`src/rtl/seg_chk_pkg.sv`:
```
// Shared encodings for the segment address checker.
// Assumes access kinds and fault causes fit the widths below.
package seg_chk_pkg;
    typedef enum logic [1:0] {
        ACC_READ  = 2'd0,
        ACC_WRITE = 2'd1,
        ACC_EXEC  = 2'd2,
        ACC_RSVD  = 2'd3
    } acc_e;

    typedef enum logic [2:0] {
        CAUSE_NONE   = 3'd0,
        CAUSE_ABSENT = 3'd1,
        CAUSE_PRIV   = 3'd2,
        CAUSE_RIGHTS = 3'd3,
        CAUSE_LIMIT  = 3'd4
    } cause_e;
endpackage

```
`src/rtl/seg_limit_cmp.sv`:
```
// Scales the raw limit by granularity and tests the offset against it.
// Assumes LIMIT_W + PAGE_SHIFT <= ADDR_W; grow_down is already qualified
// so that it is set only for data segments.
module seg_limit_cmp #(
    parameter int ADDR_W     = 32,
    parameter int LIMIT_W    = 20,
    parameter int PAGE_SHIFT = 12
) (
    input  logic [LIMIT_W-1:0] raw_limit,
    input  logic               gran,
    input  logic               grow_down,
    input  logic [ADDR_W-1:0]  off,
    output logic               viol
);
    localparam logic [ADDR_W-1:0] LOW_ONES = ADDR_W'((64'd1 << PAGE_SHIFT) - 64'd1);

    logic [ADDR_W-1:0] lim_ext;
    logic [ADDR_W-1:0] eff_lim;
    logic              above;

    // Widen the raw limit and apply page scaling when granularity is set.
    always_comb begin
        lim_ext = ADDR_W'(raw_limit);
        eff_lim = gran ? ((lim_ext << PAGE_SHIFT) | LOW_ONES) : lim_ext;
    end

    // Expand-up passes at or below the limit; expand-down passes strictly above.
    always_comb begin
        above = off > eff_lim;
        viol  = grow_down ? !above : above;
    end
endmodule

```
`src/rtl/seg_rights_chk.sv`:
```
// Decides whether the access kind is allowed by the segment type.
// Assumes rw means writable for data and readable for code.
module seg_rights_chk
    import seg_chk_pkg::*;
(
    input  logic [1:0] acc,
    input  logic       is_code,
    input  logic       rw,
    output logic       bad
);
    // Rights table by access kind; reserved kind is always refused.
    always_comb begin
        case (acc_e'(acc))
            ACC_READ:  bad = is_code && !rw;
            ACC_WRITE: bad = is_code || !rw;
            ACC_EXEC:  bad = !is_code;
            default:   bad = 1'b1;
        endcase
    end
endmodule

```
`src/rtl/seg_cause_sel.sv`:
```
// Reduces the individual check results to a single prioritized cause.
// Assumes each input flag is computed independently of the others.
module seg_cause_sel
    import seg_chk_pkg::*;
(
    input  logic   present,
    input  logic   priv_bad,
    input  logic   rights_bad,
    input  logic   limit_bad,
    output cause_e sel
);
    // Fixed order: absent, privilege, rights, limit.
    always_comb begin
        if (!present)        sel = CAUSE_ABSENT;
        else if (priv_bad)   sel = CAUSE_PRIV;
        else if (rights_bad) sel = CAUSE_RIGHTS;
        else if (limit_bad)  sel = CAUSE_LIMIT;
        else                 sel = CAUSE_NONE;
    end
endmodule

```
`src/rtl/seg_addr_check.sv`:
```
// Segment address checker: forms base+offset and checks presence,
// privilege, type rights and limit in one registered stage.
// Assumes the descriptor fields stay valid for the accepting cycle only.
module seg_addr_check
    import seg_chk_pkg::*;
#(
    parameter int ADDR_W     = 32,
    parameter int LIMIT_W    = 20,
    parameter int PAGE_SHIFT = 12,
    parameter int PL_W       = 2
) (
    input  logic               clk,
    input  logic               rst_n,
    input  logic               in_valid,
    output logic               in_ready,
    input  logic [ADDR_W-1:0]  desc_base,
    input  logic [LIMIT_W-1:0] desc_limit,
    input  logic               desc_gran,
    input  logic               desc_present,
    input  logic [PL_W-1:0]    desc_dpl,
    input  logic               desc_code,
    input  logic               desc_rw,
    input  logic               desc_expdn,
    input  logic [ADDR_W-1:0]  offset,
    input  logic [1:0]         access,
    input  logic [PL_W-1:0]    cpl,
    output logic               out_valid,
    output logic [ADDR_W-1:0]  lin_addr,
    output logic               fault,
    output logic [2:0]         cause
);
    logic              ready_q;
    logic              fire;
    logic              priv_bad;
    logic              rights_bad;
    logic              limit_bad;
    cause_e            cause_d;
    logic [ADDR_W-1:0] sum_d;

    assign in_ready = ready_q;
    assign fire     = in_valid && ready_q;

    // Requester privilege must not be numerically above the descriptor's.
    assign priv_bad = cpl > desc_dpl;

    // Linear address wraps naturally at the address width.
    assign sum_d = desc_base + offset;

    seg_rights_chk u_rights (
        .acc     (access),
        .is_code (desc_code),
        .rw      (desc_rw),
        .bad     (rights_bad)
    );

    seg_limit_cmp #(
        .ADDR_W     (ADDR_W),
        .LIMIT_W    (LIMIT_W),
        .PAGE_SHIFT (PAGE_SHIFT)
    ) u_limit (
        .raw_limit (desc_limit),
        .gran      (desc_gran),
        .grow_down (desc_expdn && !desc_code),
        .off       (offset),
        .viol      (limit_bad)
    );

    seg_cause_sel u_sel (
        .present    (desc_present),
        .priv_bad   (priv_bad),
        .rights_bad (rights_bad),
        .limit_bad  (limit_bad),
        .sel        (cause_d)
    );

    // Ready comes up on the first cycle out of reset.
    always_ff @(posedge clk) begin
        if (!rst_n) ready_q <= 1'b0;
        else        ready_q <= 1'b1;
    end

    // Result register: captures address and verdict on each accepted request.
    always_ff @(posedge clk) begin
        if (!rst_n) begin
            out_valid <= 1'b0;
            lin_addr  <= '0;
            fault     <= 1'b0;
            cause     <= 3'd0;
        end else begin
            out_valid <= fire;
            if (fire) begin
                lin_addr <= sum_d;
                fault    <= (cause_d != CAUSE_NONE);
                cause    <= cause_d;
            end
        end
    end
endmodule

```
`config.mk`:
```
export PLATFORM = sky130hd
export DESIGN_NAME = seg_addr_check
export DESIGN_NICKNAME = d
export VERILOG_FILES = /design/src/rtl/seg_chk_pkg.sv /design/src/rtl/seg_limit_cmp.sv /design/src/rtl/seg_rights_chk.sv /design/src/rtl/seg_cause_sel.sv /design/src/rtl/seg_addr_check.sv
export SDC_FILE = /design/constraint.sdc
export NUM_CORES = 1
export LEC_CHECK = 0
export BUFFER_PORTS_ARGS = -buffer_cell sky130_fd_sc_hd__buf_2
export CAP_MARGIN = 20
export CORE_MARGIN = 2
export CORE_UTILIZATION = 40
export CTS_CLUSTER_DIAMETER = 50
export DETAILED_ROUTE_END_ITERATION = 12
export PLACE_DENSITY = 0.68
export SYNTH_ARGS = -nofsm -noshare
export SYNTH_HDL_FRONTEND = slang
export SYNTH_SLANG_ARGS = --single-unit
```
`constraint.sdc`:
```
create_clock -name clk -period 3.65 [get_ports clk]
set_clock_uncertainty 0.2 [all_clocks]
set_input_delay 0.73 -clock clk [delete_from_list [all_inputs] [get_ports clk]]
set_output_delay 0.73 -clock clk [all_outputs]
set_load 0.01 [all_outputs]
```
==> impl_metrics.py <==
metrics = {
    "run_status": {
        "status": "finished clean",
    },
    "clock_network": {
        "clkTransAtPathRegs_ns": 0.07,
        "cts.path.max_buffers": 2,
        "cts_tree": "built",
        "root_buffer": "clkbuf_8",
        "cts-hold-fix-buffers": 0,
        "post_cts_resized": 0,
        "numClockSinks": 38,
        "h-tree-depth": 2,
        "cts_inserted_buffers": 5,
        "clkLatencyLatePin_ns": 0.29,
        "cts_setup_buffers": 0,
    },
    "synth": {
        "ys.flop_type": "dfxtp_1",
        "synth_area_leaders": "ha_1, dfxtp_1, nand2_1",
        "ys_seq_elements": 38,
        "ys_async_sr_fraction_pct": 0,
        "yosysTopAreaCellShare_pct": 19.80,
        "synth_compound_area_share_pct": 27.90,
        "syn_nets": 696,
        "synthMuxAreaShare_pct": 2.224,
        "yosys.area.top_type": "ha_1",
        "ys_warn_count": 0,
        "syn_area_per_cell_um2": 7.721,
        "yosys.area_share.simple_pct": 21.87,
        "synthAdderAreaFrac_pct": 20.29,
        "synth_area_um2": 4108,
        "synth_xor_area_share_pct": 4.051,
        "synth_edf_count": 0,
        "yosysSeqAreaShare_pct": 18.52,
        "syn_inst": 532,
        "synth_cell_types": 65,
        "synth_top_family_by_area": "compound AO/OA/AOI/OAI gates",
    },
    "detailed_routing": {
        "via_count": 4335,
        "post_drt_wl_per_cell_um": 15.75,
        "first_pass_iters": 6,
        "wirelength_um": 12390,
        "drtIter0Drc": 313,
        "viasPerCell": 5.508,
        "ant_nets": 0,
        "drc": 0,
    },
    "final_layout": {
        "antenna-diode-count": 0,
        "nets": 817,
        "fillers": 968,
        "layout-drive-gt1-share_pct": 25.54,
        "syn2layout_area_growth_pct": 19.37,
        "fin_util_pct": 49.71,
        "stdcell_area_um2": 4903,
    },
    "run": {
        "maxCapViolCount": 0,
    },
    "global_route": {
        "overflow": 0,
        "grt_use_total_pct": 22.28,
        "first_global_vias": 4051,
        "grt_pass1_wl_um": 20180,
        "grt_max_degree": 33,
        "antenna_found_initial": 0,
    },
    "power_and_ir_drop": {
        "leakagePower_nw": 2.368,
        "vdd_drop_max_uv": 121.5,
        "power_density_nw_per_um2": 275.0,
    },
    "sta": {
        "final.min_clock_period_ns": 3.283,
        "worst_pin_slew_ns": 0.5924,
        "whs_ns": 0.2527,
        "final.setup.tns_ns": 0,
        "fmax_ghz": 0.3046,
        "slew_headroom_pct": 60.50,
        "final-hold-violation-count": 0,
        "finalSetupViolCount": 0,
        "rsz0062_at_grt": "no",
        "fin_crit_sh_pct": 89.94,
        "drv_slew": 0,
    },
    "floorplan": {
        "core.rowCount": 36,
        "coreArea_um2": 9864,
        "die_y_um": 105.3,
        "floorplan.initialDensity_pct": 41.64,
        "die_width_um": 105.3,
        "dieArea_um2": 11100,
        "io_pins": 136,
    },
    "worst_setup_path": {
        "start_kind": "primary input",
        "cp_data_arrival_time_ns": 3.25,
        "path_max_fanout": 32,
        "cp.required_ns": 3.62,
        "reg2reg_depth": 6,
        "endpoint_kind": "flop",
        "r2r-end": "lin_addr[28]$_SDFFE_PN0P_",
        "reg2reg_from": "in_ready$_DFF_P_",
        "path_class": "in -> reg",
        "rrSetupSlack_ns": 1.52,
    },
    "placement": {
        "io_buffer_count": 135,
        "dpl_cell_area_um2": 4817,
        "gp_congestion": 0.9361,
        "dpl.hpwl_um": 10550,
    },
    "min_path": {
        "worstHoldPathType": "reg -> reg",
        "worstHoldPathCells": 2,
        "worstHoldStart": "lin_addr[25]$_SDFFE_PN0P_",
        "hold_end": "lin_addr[25]$_SDFFE_PN0P_",
    },
}
## worst max path at each step
stage,start,endpoint,slack [ns],cells after the start
3_5_place_dp,desc_gran,cause[2]$_SDFFE_PN0P_,0.1,11
6_report,desc_gran,cause[2]$_SDFFE_PN0P_,0.37,11
3_3_place_gp,desc_gran,cause[2]$_SDFFE_PN0P_,0.22,11
4_1_cts,desc_gran,cause[2]$_SDFFE_PN0P_,0.40,11
2_1_floorplan,desc_gran,cause[2]$_SDFFE_PN0P_,0.39,12
5_1_grt,desc_gran,cause[2]$_SDFFE_PN0P_,0.1,11
## cell usage after synthesis, types with 7 or more instances
master	number
inv_1	15
nand2_1	73
nor2_1	25
nor3_1	9
ha_1	65
xnor2_1	13
a21oi_1	50
o21ai_0	44
nand3_1	12
nand4_1	19
mux2i_1	8
a21o_1	16
and2_1	13
clkbuf_1	12
a31oi_1	7
dfxtp_1	38
## power by group
| part | total (mW) | switching [mW] | internal [mW] |
|---|---|---|---|
| sequential | 0.462 | 0.0160 | 0.446 |
| clock | 0.279 | 0.145 | 0.135 |
| combinational | 0.607 | 0.352 | 0.255 |
## cells in the final DEF, fill, tap and decap left out, types with 7 or more instances in the layout
master,n
dfxtp_1,38
a21oi_1,50
inv_1,15
nand3_1,12
nor2_1,25
nand4_1,19
o21ai_0,44
ha_1,65
xnor2_1,13
nor3_1,9
and2_1,13
a31oi_1,7
nand2_1,73
mux2i_1,8
buf_2,135
a21o_1,16
## kinds of logic after synthesis
family | count (synthesis)
AND/OR/NAND/NOR | 183
AO/OA/AOI/OAI | 178
adder cells (fa/ha/maj) | 66
buffers and inverters | 39
flip-flops | 38
XOR/XNOR | 19
multiplexers | 9
## sequential cells by signal, summed over array words and instances, names as in the netlist
signal / cells
cause: 3
in_ready: 1
lin_addr: 32
out_valid: 1
fault: 1
## through the flow
step           setup WS (ns)  instances  power (mW)
6_report              0.3673        787       1.348
5_1_grt              0.09585        787       1.448
4_1_cts               0.4040        787       1.353
3_5_place_dp         0.09913        779       1.069
3_3_place_gp          0.2184        779       1.057
2_1_floorplan         0.3875        532      0.8758
## cell type report
class	count	area [µm²]	share of cell area, %
multi-input cells	455	3136	63.94
flip-flops and latches	38	760.7	15.51
repair buffers	138	698.2	14.24
well taps	133	166.4	3.394
clock buffers	6	72.57	1.480
inverters	15	56.30	1.148
clock inverters	2	13.76	0.2807
## worst max-delay path, stage by stage
cell      delay [ns]
buf_2           0.47
nor2_1          0.12
ha_1            0.31
nor2b_1         0.16
o211ai_1        0.10
a2111o_1        0.37
o211ai_1        0.12
a21oi_1         0.09
a21oi_1         0.39
nor4b_1         0.11
a221o_1         0.28
## per-layer routing
metal	GRT usage, %	vias to the layer above	share of wire [%]
met4	7.619	0	2.6
met5	0	-	0
met1	31.72	1948	49
met3	2.474	23	5.7
li1	-	2201	-
met2	34.75	163	43
Power figures use the tool's default switching activity.
